`config.mk`:
```
export PLATFORM = sky130hd
export DESIGN_NAME = adc_postproc
export DESIGN_NICKNAME = d
export VERILOG_FILES = /design/src/rtl/adc_pp_pkg.sv /design/src/rtl/adc_pp_counter.sv /design/src/rtl/adc_pp_thresh.sv /design/src/rtl/adc_pp_accum.sv /design/src/rtl/adc_postproc.sv
export SDC_FILE = /design/constraint.sdc
export NUM_CORES = 1
export LEC_CHECK = 0
export CORE_AREA = 8 8 119 121
export DETAILED_ROUTE_END_ITERATION = 16
export DIE_AREA = 0 0 127 129
export GPL_ROUTABILITY_DRIVEN = 0
export PLACE_DENSITY = 0.86
export SYNTH_ARGS = -nofsm -noshare
export SYNTH_HDL_FRONTEND = slang
export SYNTH_SLANG_ARGS = --single-unit
```
`constraint.sdc`:
```
create_clock -name clk -period 5.15 [get_ports clk]
set_input_delay 0.515 -clock clk [delete_from_list [all_inputs] [get_ports clk]]
set_output_delay 0.515 -clock clk [all_outputs]
set_load 0.05 [all_outputs]
```
`src/rtl/adc_pp_pkg.sv`:
```
package adc_pp_pkg;

  typedef enum logic [2:0] {
    SEL_CFG    = 3'd0,
    SEL_LIMIT  = 3'd1,
    SEL_THRESH = 3'd2,
    SEL_COUNT  = 3'd3,
    SEL_ACC    = 3'd4,
    SEL_STATUS = 3'd5,
    SEL_CTRL   = 3'd6,
    SEL_MODE   = 3'd7
  } reg_sel_e;

  localparam int CFG_CNT_EN_BIT = 0;
  localparam int CFG_ACC_EN_BIT = 1;
  localparam int CFG_W          = 2;

  localparam int STS_THR_BIT = 0;
  localparam int STS_RDY_BIT = 1;

endpackage

```
`src/rtl/adc_pp_counter.sv`:
```
module adc_pp_counter #(
  parameter int CNT_W = 16
) (
  input  logic             clk,
  input  logic             rst_n,
  input  logic             enable,
  input  logic             clear,
  input  logic             strobe,
  input  logic [CNT_W-1:0] limit,
  output logic [CNT_W-1:0] count,
  output logic             irq
);

  function automatic logic [CNT_W-1:0] bump(input logic [CNT_W-1:0] c);
    return c + {{(CNT_W-1){1'b0}}, 1'b1};
  endfunction

  logic [CNT_W-1:0] cnt_inc;
  logic             step;
  logic             hit;

  assign cnt_inc = bump(count);
  assign step    = strobe && enable && !clear;
  assign hit     = step && (cnt_inc == limit);

  always_ff @(posedge clk or negedge rst_n) begin
    if (!rst_n) begin
      count <= '0;
      irq   <= 1'b0;
    end else begin
      irq <= hit;
      if (clear)     count <= '0;
      else if (hit)  count <= '0;
      else if (step) count <= cnt_inc;
    end
  end


  irq_zero_count_chk: assert property (@(posedge clk) disable iff (!rst_n)
    irq |-> (count == '0));


  count_hold_chk: assert property (@(posedge clk) disable iff (!rst_n)
    (!enable && !clear) |=> $stable(count));


  count_clear_chk: assert property (@(posedge clk) disable iff (!rst_n)
    clear |=> (count == '0) && !irq);

endmodule

```
`src/rtl/adc_pp_thresh.sv`:
```
module adc_pp_thresh #(
  parameter int DATA_W = 16
) (
  input  logic              clk,
  input  logic              rst_n,
  input  logic              strobe,
  input  logic [DATA_W-1:0] data,
  input  logic              tc,
  input  logic [DATA_W-1:0] thresh,
  input  logic              rd_clear,
  output logic              flag
);

  localparam logic [DATA_W-1:0] MOST_NEG = {1'b1, {(DATA_W-1){1'b0}}};
  localparam logic [DATA_W-1:0] MOST_POS = {1'b0, {(DATA_W-1){1'b1}}};

  function automatic logic [DATA_W-1:0] magnitude(input logic [DATA_W-1:0] d,
                                                  input logic tcm);
    if (!tcm || !d[DATA_W-1]) return d;
    if (d == MOST_NEG)        return MOST_POS;
    return -d;
  endfunction

  function automatic logic exceeds(input logic [DATA_W-1:0] m,
                                   input logic [DATA_W-1:0] t,
                                   input logic tcm);
    if (tcm) return m[DATA_W-2:0] > t[DATA_W-2:0];
    return m > t;
  endfunction

  logic [DATA_W-1:0] mag;
  logic              over;

  assign mag  = magnitude(data, tc);
  assign over = strobe && exceeds(mag, thresh, tc);

  always_ff @(posedge clk or negedge rst_n) begin
    if (!rst_n)        flag <= 1'b0;
    else if (over)     flag <= 1'b1;
    else if (rd_clear) flag <= 1'b0;
  end


  mag_saturate_chk: assert property (@(posedge clk) disable iff (!rst_n)
    (strobe && tc) |-> !mag[DATA_W-1]);


  flag_sticky_chk: assert property (@(posedge clk) disable iff (!rst_n)
    (flag && !rd_clear) |=> flag);


  flag_set_chk: assert property (@(posedge clk) disable iff (!rst_n)
    over |=> flag);

endmodule

```
`src/rtl/adc_pp_accum.sv`:
```
module adc_pp_accum #(
  parameter int DATA_W = 16,
  parameter int ACC_W  = 32
) (
  input  logic              clk,
  input  logic              rst_n,
  input  logic              enable,
  input  logic              clear,
  input  logic              strobe,
  input  logic [DATA_W-1:0] data,
  input  logic              tc,
  input  logic              rd_clear,
  output logic [ACC_W-1:0]  acc,
  output logic              ready
);

  localparam int EXT_W = ACC_W - DATA_W;

  function automatic logic [ACC_W-1:0] widen(input logic [DATA_W-1:0] d,
                                             input logic tcm);
    logic fill;
    fill = tcm & d[DATA_W-1];
    return {{EXT_W{fill}}, d};
  endfunction

  logic add_fire;

  assign add_fire = strobe && enable && !clear;

  always_ff @(posedge clk or negedge rst_n) begin
    if (!rst_n) begin
      acc   <= '0;
      ready <= 1'b0;
    end else if (clear) begin
      acc   <= '0;
      ready <= 1'b0;
    end else if (add_fire) begin
      acc   <= acc + widen(data, tc);
      ready <= 1'b1;
    end else if (rd_clear) begin
      ready <= 1'b0;
    end
  end


  ready_rise_chk: assert property (@(posedge clk) disable iff (!rst_n)
    $rose(ready) |-> $past(add_fire));


  acc_clear_chk: assert property (@(posedge clk) disable iff (!rst_n)
    clear |=> (acc == '0) && !ready);


  acc_hold_chk: assert property (@(posedge clk) disable iff (!rst_n)
    (!add_fire && !clear) |=> $stable(acc));

endmodule

```
`src/rtl/adc_postproc.sv`:
```
module adc_postproc
  import adc_pp_pkg::*;
#(
  parameter int DATA_W = 16,
  parameter int CNT_W  = 16,
  parameter int ACC_W  = 32
) (
  input  logic              clk,
  input  logic              rst_n,
  input  logic              res_valid,
  input  logic [DATA_W-1:0] res_data,
  input  logic              twos_mode,
  input  logic              bus_wr,
  input  logic              bus_rd,
  input  logic [2:0]        bus_addr,
  input  logic [ACC_W-1:0]  bus_wdata,
  output logic [ACC_W-1:0]  bus_rdata,
  output logic              dec_irq,
  output logic              thr_flag,
  output logic              acc_ready
);

  localparam logic [CNT_W-1:0] LIMIT_RST = {{(CNT_W-1){1'b0}}, 1'b1};

  reg_sel_e          sel;
  logic [CFG_W-1:0]  cfg_q;
  logic [CNT_W-1:0]  limit_q;
  logic [DATA_W-1:0] thresh_q;
  logic [CNT_W-1:0]  count;
  logic [ACC_W-1:0]  acc;

  logic reconf;
  logic cfg_wr;
  logic acc_clr;
  logic sts_rd;
  logic acc_rd;

  assign sel     = reg_sel_e'(bus_addr);
  assign reconf  = bus_wr && (sel == SEL_CTRL || sel == SEL_MODE);
  assign cfg_wr  = bus_wr && (sel == SEL_CFG);
  assign acc_clr = reconf || (cfg_wr && !bus_wdata[CFG_ACC_EN_BIT]);
  assign sts_rd  = bus_rd && (sel == SEL_STATUS);
  assign acc_rd  = bus_rd && (sel == SEL_ACC);

  always_ff @(posedge clk or negedge rst_n) begin
    if (!rst_n) begin
      cfg_q    <= '0;
      limit_q  <= LIMIT_RST;
      thresh_q <= '0;
    end else if (bus_wr) begin
      case (sel)
        SEL_CFG:    cfg_q    <= bus_wdata[CFG_W-1:0];
        SEL_LIMIT:  limit_q  <= bus_wdata[CNT_W-1:0];
        SEL_THRESH: thresh_q <= bus_wdata[DATA_W-1:0];
        default: ;
      endcase
    end
  end

  always_comb begin
    bus_rdata = '0;
    case (sel)
      SEL_CFG:    bus_rdata[CFG_W-1:0]  = cfg_q;
      SEL_LIMIT:  bus_rdata[CNT_W-1:0]  = limit_q;
      SEL_THRESH: bus_rdata[DATA_W-1:0] = thresh_q;
      SEL_COUNT:  bus_rdata[CNT_W-1:0]  = count;
      SEL_ACC:    bus_rdata             = acc;
      SEL_STATUS: begin
        bus_rdata[STS_THR_BIT] = thr_flag;
        bus_rdata[STS_RDY_BIT] = acc_ready;
      end
      default:    bus_rdata = '0;
    endcase
  end

  adc_pp_counter #(.CNT_W(CNT_W)) u_counter (
    .clk    (clk),
    .rst_n  (rst_n),
    .enable (cfg_q[CFG_CNT_EN_BIT]),
    .clear  (reconf),
    .strobe (res_valid),
    .limit  (limit_q),
    .count  (count),
    .irq    (dec_irq)
  );

  adc_pp_thresh #(.DATA_W(DATA_W)) u_thresh (
    .clk      (clk),
    .rst_n    (rst_n),
    .strobe   (res_valid),
    .data     (res_data),
    .tc       (twos_mode),
    .thresh   (thresh_q),
    .rd_clear (sts_rd),
    .flag     (thr_flag)
  );

  adc_pp_accum #(.DATA_W(DATA_W), .ACC_W(ACC_W)) u_accum (
    .clk      (clk),
    .rst_n    (rst_n),
    .enable   (cfg_q[CFG_ACC_EN_BIT]),
    .clear    (acc_clr),
    .strobe   (res_valid),
    .data     (res_data),
    .tc       (twos_mode),
    .rd_clear (acc_rd),
    .acc      (acc),
    .ready    (acc_ready)
  );


  reconf_irq_quiet_chk: assert property (@(posedge clk) disable iff (!rst_n)
    reconf |=> !dec_irq && (count == '0) && (acc == '0));


  count_read_no_effect_chk: assert property (@(posedge clk) disable iff (!rst_n)
    (bus_rd && !bus_wr && !res_valid) |=> $stable(count));

endmodule

```
==> results of run 1 <==
## state kept, by name (all words and copies together), names as in the netlist
name             cells
u_accum.acc         32
limit_q             16
thresh_q            16
u_counter.count     16
cfg_q                2
u_accum.ready        1
u_counter.irq        1
u_thresh.flag        1
## critical path, delay by kind of cell
kind / cells / cell delay, ns
AO/OA/AOI/OAI: 6 / 1.10
buffers and inverters: 1 / 0.52
AND/OR/NAND/NOR: 7 / 2.06
adder cells (fa/ha/maj): 1 / 0.28
## power groups by stage
stage / Sequential, mW / Clock, mW / Combinational (mW)
final: 1.03 / 0.747 / 1.65
after global routing: 1.06 / 0.774 / 1.81
after CTS: 1.03 / 0.749 / 1.63
after detailed placement: 1.04 / 0 / 1.61
after global placement: 1.02 / 0 / 1.57
after floorplan: 0.989 / 0 / 1.24
## final timing paths
kind	startpoint	endpoint	slack, ns	cells after the start
min in group clk	u_accum.acc[8]$_DFFE_PN0P_	u_accum.acc[8]$_DFFE_PN0P_	0.55	2
min reg2reg	u_accum.acc[8]$_DFFE_PN0P_	u_accum.acc[8]$_DFFE_PN0P_	0.55	2
max	res_data[7]	u_thresh.flag$_DFFE_PN0P_	0.91	15
max reg2reg	u_accum.acc[0]$_DFFE_PN0P_	u_accum.acc[30]$_DFFE_PN0P_	1.55	10
max in group asynchronous	rst_n	u_counter.irq$_DFF_PN0_	3.96	2
min	rst_n	limit_q[2]$_DFFE_PN0P_	0.06	1
## layout by cell type, fill, tap and decap left out, types with 17 or more instances in the layout
cell type | netlist | final
sky130_fd_sc_hd__nand2_1 | 124 | 124
sky130_fd_sc_hd__a21o_1 | 17 | 17
sky130_fd_sc_hd__inv_1 | 28 | 28
sky130_fd_sc_hd__clkdlybuf4s50_1 | 0 | 74
sky130_fd_sc_hd__and2_1 | 23 | 23
sky130_fd_sc_hd__ha_1 | 49 | 49
sky130_fd_sc_hd__o21ai_0 | 77 | 77
sky130_fd_sc_hd__xnor2_1 | 34 | 34
sky130_fd_sc_hd__nor3_1 | 21 | 20
sky130_fd_sc_hd__nor2_1 | 53 | 53
sky130_fd_sc_hd__a21oi_1 | 70 | 70
sky130_fd_sc_hd__nand3_1 | 25 | 25
sky130_fd_sc_hd__mux2_2 | 35 | 35
sky130_fd_sc_hd__dfrtp_1 | 84 | 84
## logic make-up after synthesis
group           Yosys count  synth area share
simple gates            323             0.218
fa+ha+maj                50            0.0880
compound gates          254             0.218
flops                    85             0.296
buf+inv                  83            0.0502
mux                      44            0.0690
xor+xnor                 50            0.0608
## metal layers
metal / vias up / wire [µm]
met5: - / 0
met4: 0 / 535
met3: 38 / 1440
met2: 333 / 9910
met1: 3355 / 8750
li1: 3308 / -
## cell type report
type	instances	area, µm²	share of cell area
clock buffer	10	239	0.0287
clock inverter	6	93.8	0.0113
inverter	28	105	0.0126
multi-input combinational	721	4720	0.567
sequential	85	2130	0.256
tap	150	188	0.0225
timing repair buffer	89	853	0.102
==> qor.json, run 1 <==
{
  "run_status": {
    "result_of_the_run": "finished, final reports clean"
  },
  "synthesis": {
    "synth_edf_count": 0,
    "synth_top_area_cell": "sky130_fd_sc_hd__dfrtp_1",
    "post_synth_inst_count": 889,
    "avg_synthesized_cell_area_um2": 8.10,
    "synthesis.yosys.warnings": 0,
    "syn-cell-area_um2": 7200,
    "synth.distinct_cells": 69,
    "synth_ff_type": "sky130_fd_sc_hd__dfrtp_1",
    "synth_seq_cells": 85,
    "synth-async-reset-ratio": 1.00,
    "synth.yosys.seq_area_share": 0.296,
    "ys_top_cells_by_count": "sky130_fd_sc_hd__nand2_1 (124), sky130_fd_sc_hd__dfrtp_1 (84), sky130_fd_sc_hd__o21ai_0 (77)",
    "yosys.cell_count.top_type": "sky130_fd_sc_hd__nand2_1",
    "synth_top_area_share": 0.292,
    "netlist_top_cells_area": "sky130_fd_sc_hd__dfrtp_1 (29%), sky130_fd_sc_hd__ha_1 (8.5%), sky130_fd_sc_hd__nand2_1 (6.5%), sky130_fd_sc_hd__mux2_2 (5.5%), sky130_fd_sc_hd__o21ai_0 (5.4%)",
    "mappedNetlistNets": 996
  },
  "route": {
    "dr_total_vias": 7034,
    "post-route-drc-count": 0,
    "ant_nets": 0,
    "drtPass1Iterations": 7,
    "wl_per_cell_um": 18.9,
    "route.detailed.vias_per_inst": 6.46,
    "initial_detailed_routing_violation_count": 893,
    "totalWireLength_um": 20600
  },
  "global_route": {
    "number_of_global_route_vias_before_repair": 6792,
    "groute.layer.met2.usage": 0.426,
    "grt_first_pass_wirelength_um": 33100,
    "global_route.usage.met1": 0.309,
    "largest_net_degree_at_the_start_of_global_routing": 63,
    "grt.met3_usage": 0.0327,
    "grt-ovfl-total": 0,
    "busiest_layer": "met2",
    "globalRouteTotalUtil": 0.249,
    "grt_antenna_before_repair": 0
  },
  "min_path": {
    "hold_class": "in2async"
  },
  "floorplan": {
    "dieHeight_um": 129,
    "horizontal_extent_of_the_die_um": 127,
    "core_area_um2": 12300,
    "ioPinCount": 92,
    "row_count": 41,
    "initial_utilization": 0.585,
    "fp.dieArea_um2": 16400
  },
  "worst_setup_path": {
    "crit_path_start_kind": "input port",
    "timing.critical_path.slowest_stage_cell": "sky130_fd_sc_hd__nor4_1",
    "critical_path_required_ns": 5.40,
    "crit_top_cell": "sky130_fd_sc_hd__or3_1",
    "worst-setup-path-type": "in2reg",
    "critical_path.max_stage_delay_ns": 0.59,
    "crit_path_cell_trace": "clkdlybuf4s50_1, or3_1, or3_1, nor4_1, nand2_1, o211ai_1, ha_1, nor2b_1, o21ai_0, nand2b_1, a21oi_1, nor2_1, a211oi_1, o2111ai_1, a22o_1",
    "worstPathMaxFanout": 9,
    "end_kind": "flip-flop",
    "worstPathArrival_ns": 4.49
  },
  "clock_network": {
    "cts_setup_buffers": 0,
    "ctsRootBufferMaster": "sky130_fd_sc_hd__clkbuf_16",
    "cts-buffers-inserted": 9,
    "hold_buffers": 0,
    "cts_tree": "built",
    "clock_transition_time_at_the_flip_flop_clock_pins_of_the_worst_setup_and_hold_paths_ns": 0.07,
    "htreeDepth": 3,
    "ctsResizeCount": 0,
    "cts_buffer_depth": 2,
    "clkSinkCount": 85,
    "clk_latency_ns": 0.36
  },
  "power_and_ir_drop": {
    "switchingPower_mw": 1.45,
    "totalPowerFinal_mw": 3.43,
    "power.sequential.fraction": 0.301,
    "leak_pwr_nw": 3.56,
    "power.share.switching": 0.424,
    "cellPowerDensity_nw_per_um2": 412,
    "pwr-share-clk": 0.218,
    "max-vdd-ir-drop_uv": 214,
    "internal-power_mw": 1.98,
    "share_comb_of_total_power": 0.481
  },
  "sta": {
    "timing.fmax_mhz": 236,
    "timing.max_slew.rel_slack": 0.465,
    "finalHoldViolations": 0,
    "setup-tns-final_ns": 0,
    "clock_skew_ns": 0.00887,
    "rsz_0062_raised_after_global_routing": "false",
    "final.setup.worst_slack_ns": 0.911,
    "report.final.setup_viol": 0,
    "finalMaxSlewViolations": 0,
    "fin_crit_ns": 4.24,
    "timing.final.crit_share": 0.823,
    "max_slew.worst_pin.slew_ns": 0.803,
    "final.hold.worst_slack_ns": 0.0610
  },
  "placed_design": {
    "place.detailed.instances": 1073,
    "post_dp_cell_area_um2": 8000,
    "dp_hpwl_um": 14900,
    "placement_setup_slack_ns": 0.593,
    "placement.io_buffers": 75
  },
  "finish": {
    "final_cell_area_um2": 8330,
    "syn_to_final_growth_pct": 15.7,
    "fill_cells": 971,
    "layout-drive-gt1-share": 0.0863,
    "final_core_utilization": 0.677,
    "nets": 1041,
    "final_cell_count_no_fill": 1089,
    "num_antenna_cells": 0
  },
  "flow_run": {
    "max-cap-violations": 0
  }
}
Power figures use the tool's default switching activity.
==> inputs of run 2 (changes only) <==
CORE_AREA = 8 8 127 129   (was 8 8 119 121)
DIE_AREA = 0 0 135 137   (was 0 0 127 129)
PLACE_DENSITY = 0.8   (was 0.86)
clock period = 3.45 ns   (was 5.15 ns; I/O delays follow)
==> qor.json, run 2 (same netlist as run 1, synthesis figures left out) <==
{
  "run_status": {
    "result_of_the_run": "finished, final reports clean"
  },
  "finish": {
    "num_antenna_cells": {"value": 0, "change": "unchanged"},
    "largest_reg_flops": {"value": 32, "change": "unchanged"},
    "final_cell_area": {"value": 8890, "unit": "µm²", "change": "+6.7%"},
    "registers.top_by_ff_count": "u_accum.acc",
    "layout.cells.most_common_list": "sky130_fd_sc_hd__nand2_1 (124), sky130_fd_sc_hd__dfrtp_1 (84), sky130_fd_sc_hd__o21ai_0 (77)",
    "fill_cells": {"value": 1232, "change": "+27%"},
    "syn_to_final_growth_pct": 23.5,
    "layout-drive-gt1-share": {"value": 0.152, "change": "+0.0655"},
    "mostFrequentLayoutCell": "sky130_fd_sc_hd__nand2_1",
    "nets": {"value": 1077, "change": "+3.5%"}
  },
  "floorplan": {
    "ioPinCount": {"value": 92, "change": "unchanged"},
    "dieHeight": {"value": 137, "unit": "µm", "change": "+6.2%"},
    "horizontal_extent_of_the_die": {"value": 135, "unit": "µm", "change": "+6.3%"},
    "fp.dieArea": {"value": 18500, "unit": "µm²", "change": "+13%"},
    "row_count": {"value": 44, "change": "+7.3%"},
    "initial_utilization": {"value": 0.507, "change": "-0.0779"},
    "core_area": {"value": 14200, "unit": "µm²", "change": "+15%"}
  },
  "worst_setup_path": {
    "regToRegStartpoint": "u_counter.count[0]$_DFFE_PN0P_",
    "r2r_end": "u_counter.count[12]$_DFFE_PN0P_",
    "end_kind": "flip-flop",
    "worstPathArrival": {"value": 3.46, "unit": "ns", "change": "-1.03 ns"},
    "crit_path_start_kind": "flip-flop",
    "crit_top_cell": "sky130_fd_sc_hd__nand4_1",
    "timing.critical_path.buf_inv": {"value": 0, "change": "-1"},
    "critical_path.max_stage_delay": {"value": 0.69, "unit": "ns", "change": "+0.10 ns"},
    "worst-setup-path-type": "reg2reg",
    "reg2reg_setup_slack": {"value": 0.19, "unit": "ns", "change": "-1.36 ns"},
    "timing.critical_path.slowest_stage_cell": "sky130_fd_sc_hd__or4_4",
    "critical_path_required": {"value": 3.65, "unit": "ns", "change": "-1.75 ns"},
    "critical_path.top_delay_family": "simple AND/OR/NAND/NOR gates",
    "worstPathMaxFanout": {"value": 20, "change": "+11"},
    "reg2reg_depth": {"value": 8, "change": "-2"},
    "crit_path_cell_trace": "ha_1, and4_4, nand4_1, o31ai_1, nand4_1, or4_4, nand2_1, o311ai_0"
  },
  "route": {
    "initial_detailed_routing_violation_count": {"value": 565, "change": "-37%"},
    "post-route-drc-count": {"value": 0, "change": "unchanged"},
    "totalWireLength": {"value": 21100, "unit": "µm", "change": "+2.1%"},
    "wl_per_cell": {"value": 18.2, "unit": "µm", "change": "-4.1%"},
    "ant_nets": {"value": 0, "change": "unchanged"},
    "dr_total_vias": {"value": 7107, "change": "+1.0%"},
    "route.detailed.vias_per_inst": {"value": 6.13, "change": "-5.1%"},
    "drtPass1Iterations": {"value": 5, "change": "-2"}
  },
  "sta": {
    "clock_skew": {"value": 0.00817, "unit": "ns", "change": "-0.000708 ns"},
    "timing.fmax_mhz": 307,
    "max_slew.worst_pin.slew": {"value": 0.968, "unit": "ns", "change": "+0.166 ns"},
    "fin_crit_ns": 3.26,
    "report.final.setup_viol": {"value": 0, "change": "unchanged"},
    "rsz_0062_raised_after_global_routing": "false",
    "finalMaxSlewViolations": {"value": 0, "change": "unchanged"},
    "finalHoldViolations": {"value": 0, "change": "unchanged"},
    "timing.final.crit_share": 0.945,
    "timing.max_slew.rel_slack": {"value": 0.354, "change": "-0.110"}
  },
  "global_route": {
    "grt-ovfl-total": {"value": 0, "change": "unchanged"},
    "globalRouteTotalUtil": {"value": 0.235, "change": "-0.0146"},
    "grt_antenna_before_repair": {"value": 0, "change": "unchanged"},
    "largest_net_degree_at_the_start_of_global_routing": {"value": 73, "change": "+16%"},
    "number_of_global_route_vias_before_repair": {"value": 6981, "change": "+2.8%"},
    "grt_first_pass_wirelength": {"value": 35200, "unit": "µm", "change": "+6.2%"}
  },
  "clock_network": {
    "ctsRootBufferMaster": "sky130_fd_sc_hd__clkbuf_16",
    "clock_transition_time_at_the_flip_flop_clock_pins_of_the_worst_setup_and_hold_paths": {"value": 0.07, "unit": "ns", "change": "about the same"},
    "hold_buffers": {"value": 0, "change": "unchanged"},
    "clkSinkCount": {"value": 85, "change": "unchanged"},
    "clk_latency": {"value": 0.36, "unit": "ns", "change": "about the same"},
    "cts-buffers-inserted": {"value": 9, "change": "unchanged"},
    "cts_buffer_depth": {"value": 2, "change": "unchanged"},
    "htreeDepth": {"value": 3, "change": "unchanged"},
    "cts_setup_buffers": {"value": 0, "change": "unchanged"},
    "cts_tree": "built",
    "ctsResizeCount": {"value": 0, "change": "unchanged"}
  },
  "power_and_ir_drop": {
    "totalPowerFinal": {"value": 5.19, "unit": "mW", "change": "+51%"},
    "max-vdd-ir-drop": {"value": 285, "unit": "µV", "change": "+33%"},
    "cellPowerDensity": {"value": 584, "unit": "nW/µm²", "change": "+42%"},
    "leak_pwr": {"value": 3.86, "unit": "nW", "change": "+8.4%"}
  },
  "placed_design": {
    "dp_hpwl": {"value": 15800, "unit": "µm", "change": "+5.9%"},
    "post_dp_cell_area": {"value": 8600, "unit": "µm²", "change": "+7.6%"},
    "placement.io_buffers": {"value": 75, "change": "unchanged"}
  },
  "flow_run": {
    "max-cap-violations": {"value": 0, "change": "unchanged"}
  },
  "min_path": {
    "hold_class": "in2async"
  }
}
## run 2: cell count changes in the layout (fill, tap and decap cells not counted)
cell and delta:
sky130_fd_sc_hd__buf_4 +38, sky130_fd_sc_hd__clkdlybuf4s50_1 -32, sky130_fd_sc_hd__buf_12 +30, sky130_fd_sc_hd__bufinv_16 -2
sky130_fd_sc_hd__inv_8 +2, sky130_fd_sc_hd__clkbuf_1 +1, sky130_fd_sc_hd__clkbuf_8 -1, sky130_fd_sc_hd__clkinv_4 +1
sky130_fd_sc_hd__inv_6 -1
## run 2: report_power, final
part / switching [mW] / internal [mW]
registers: 0.261 / 1.27
logic: 1.50 / 1.19
clock network: 0.476 / 0.504
## run 2: worst max-delay path by stage
stage | start | endpoint | slack (ns) | cells past startpoint
global placement | res_data[9] | u_thresh.flag$_DFFE_PN0P_ | -0.11 | 16
global route | u_counter.count[0]$_DFFE_PN0P_ | u_counter.count[12]$_DFFE_PN0P_ | 0.04 | 8
CTS | u_counter.count[0]$_DFFE_PN0P_ | u_counter.count[12]$_DFFE_PN0P_ | 0.23 | 8
detailed placement | res_data[7] | u_thresh.flag$_DFFE_PN0P_ | -0.17 | 16
finish | u_counter.count[0]$_DFFE_PN0P_ | u_counter.count[12]$_DFFE_PN0P_ | 0.19 | 8
floorplan | res_data[9] | u_thresh.flag$_DFFE_PN0P_ | 0.15 | 14
## run 2: area by class of cell
class	count	area (µm²)	share of cell area
inverters	28	105	0.0118
well taps	184	230	0.0259
clock inverters	6	56.3	0.00633
repair buffers	125	1420	0.160
multi-input cells	721	4720	0.531
flip-flops and latches	85	2130	0.239
clock buffers	10	229	0.0258
## run 2: layer usage
layer  vias to the layer above  GRT usage  routed length [µm]
met2                       291      0.391               10100
met1                      3395      0.299                9030
met3                        48     0.0441                1410
met4                         0     0.0814                 547
li1                       3373          -                   -
met5                         -          0                   0
## run 2: through the flow
| stage | TNS [ns] | instances | utilization | hold slack, ns | setup slack [ns] |
|---|---|---|---|---|---|
| 2_1_floorplan | 0 | 889 | - | 0.0494 | 0.148 |
| 5_1_grt | 0 | 1159 | 0.626 | 0.214 | 0.0418 |
| 3_3_place_gp | -0.115 | 1143 | 0.606 | 0.515 | -0.115 |
| 6_report | 0 | 1159 | 0.626 | 0.0909 | 0.188 |
| 4_1_cts | 0 | 1159 | 0.626 | 0.164 | 0.228 |
| 3_5_place_dp | -0.166 | 1143 | 0.606 | 0.532 | -0.166 |
==> inputs of run 3 (changes only) <==
CAP_MARGIN = 10   (was default)
SLEW_MARGIN = 20   (was default)
==> results of run 3 <==
Final layout, timing and power as in run 2 (identical DEF).
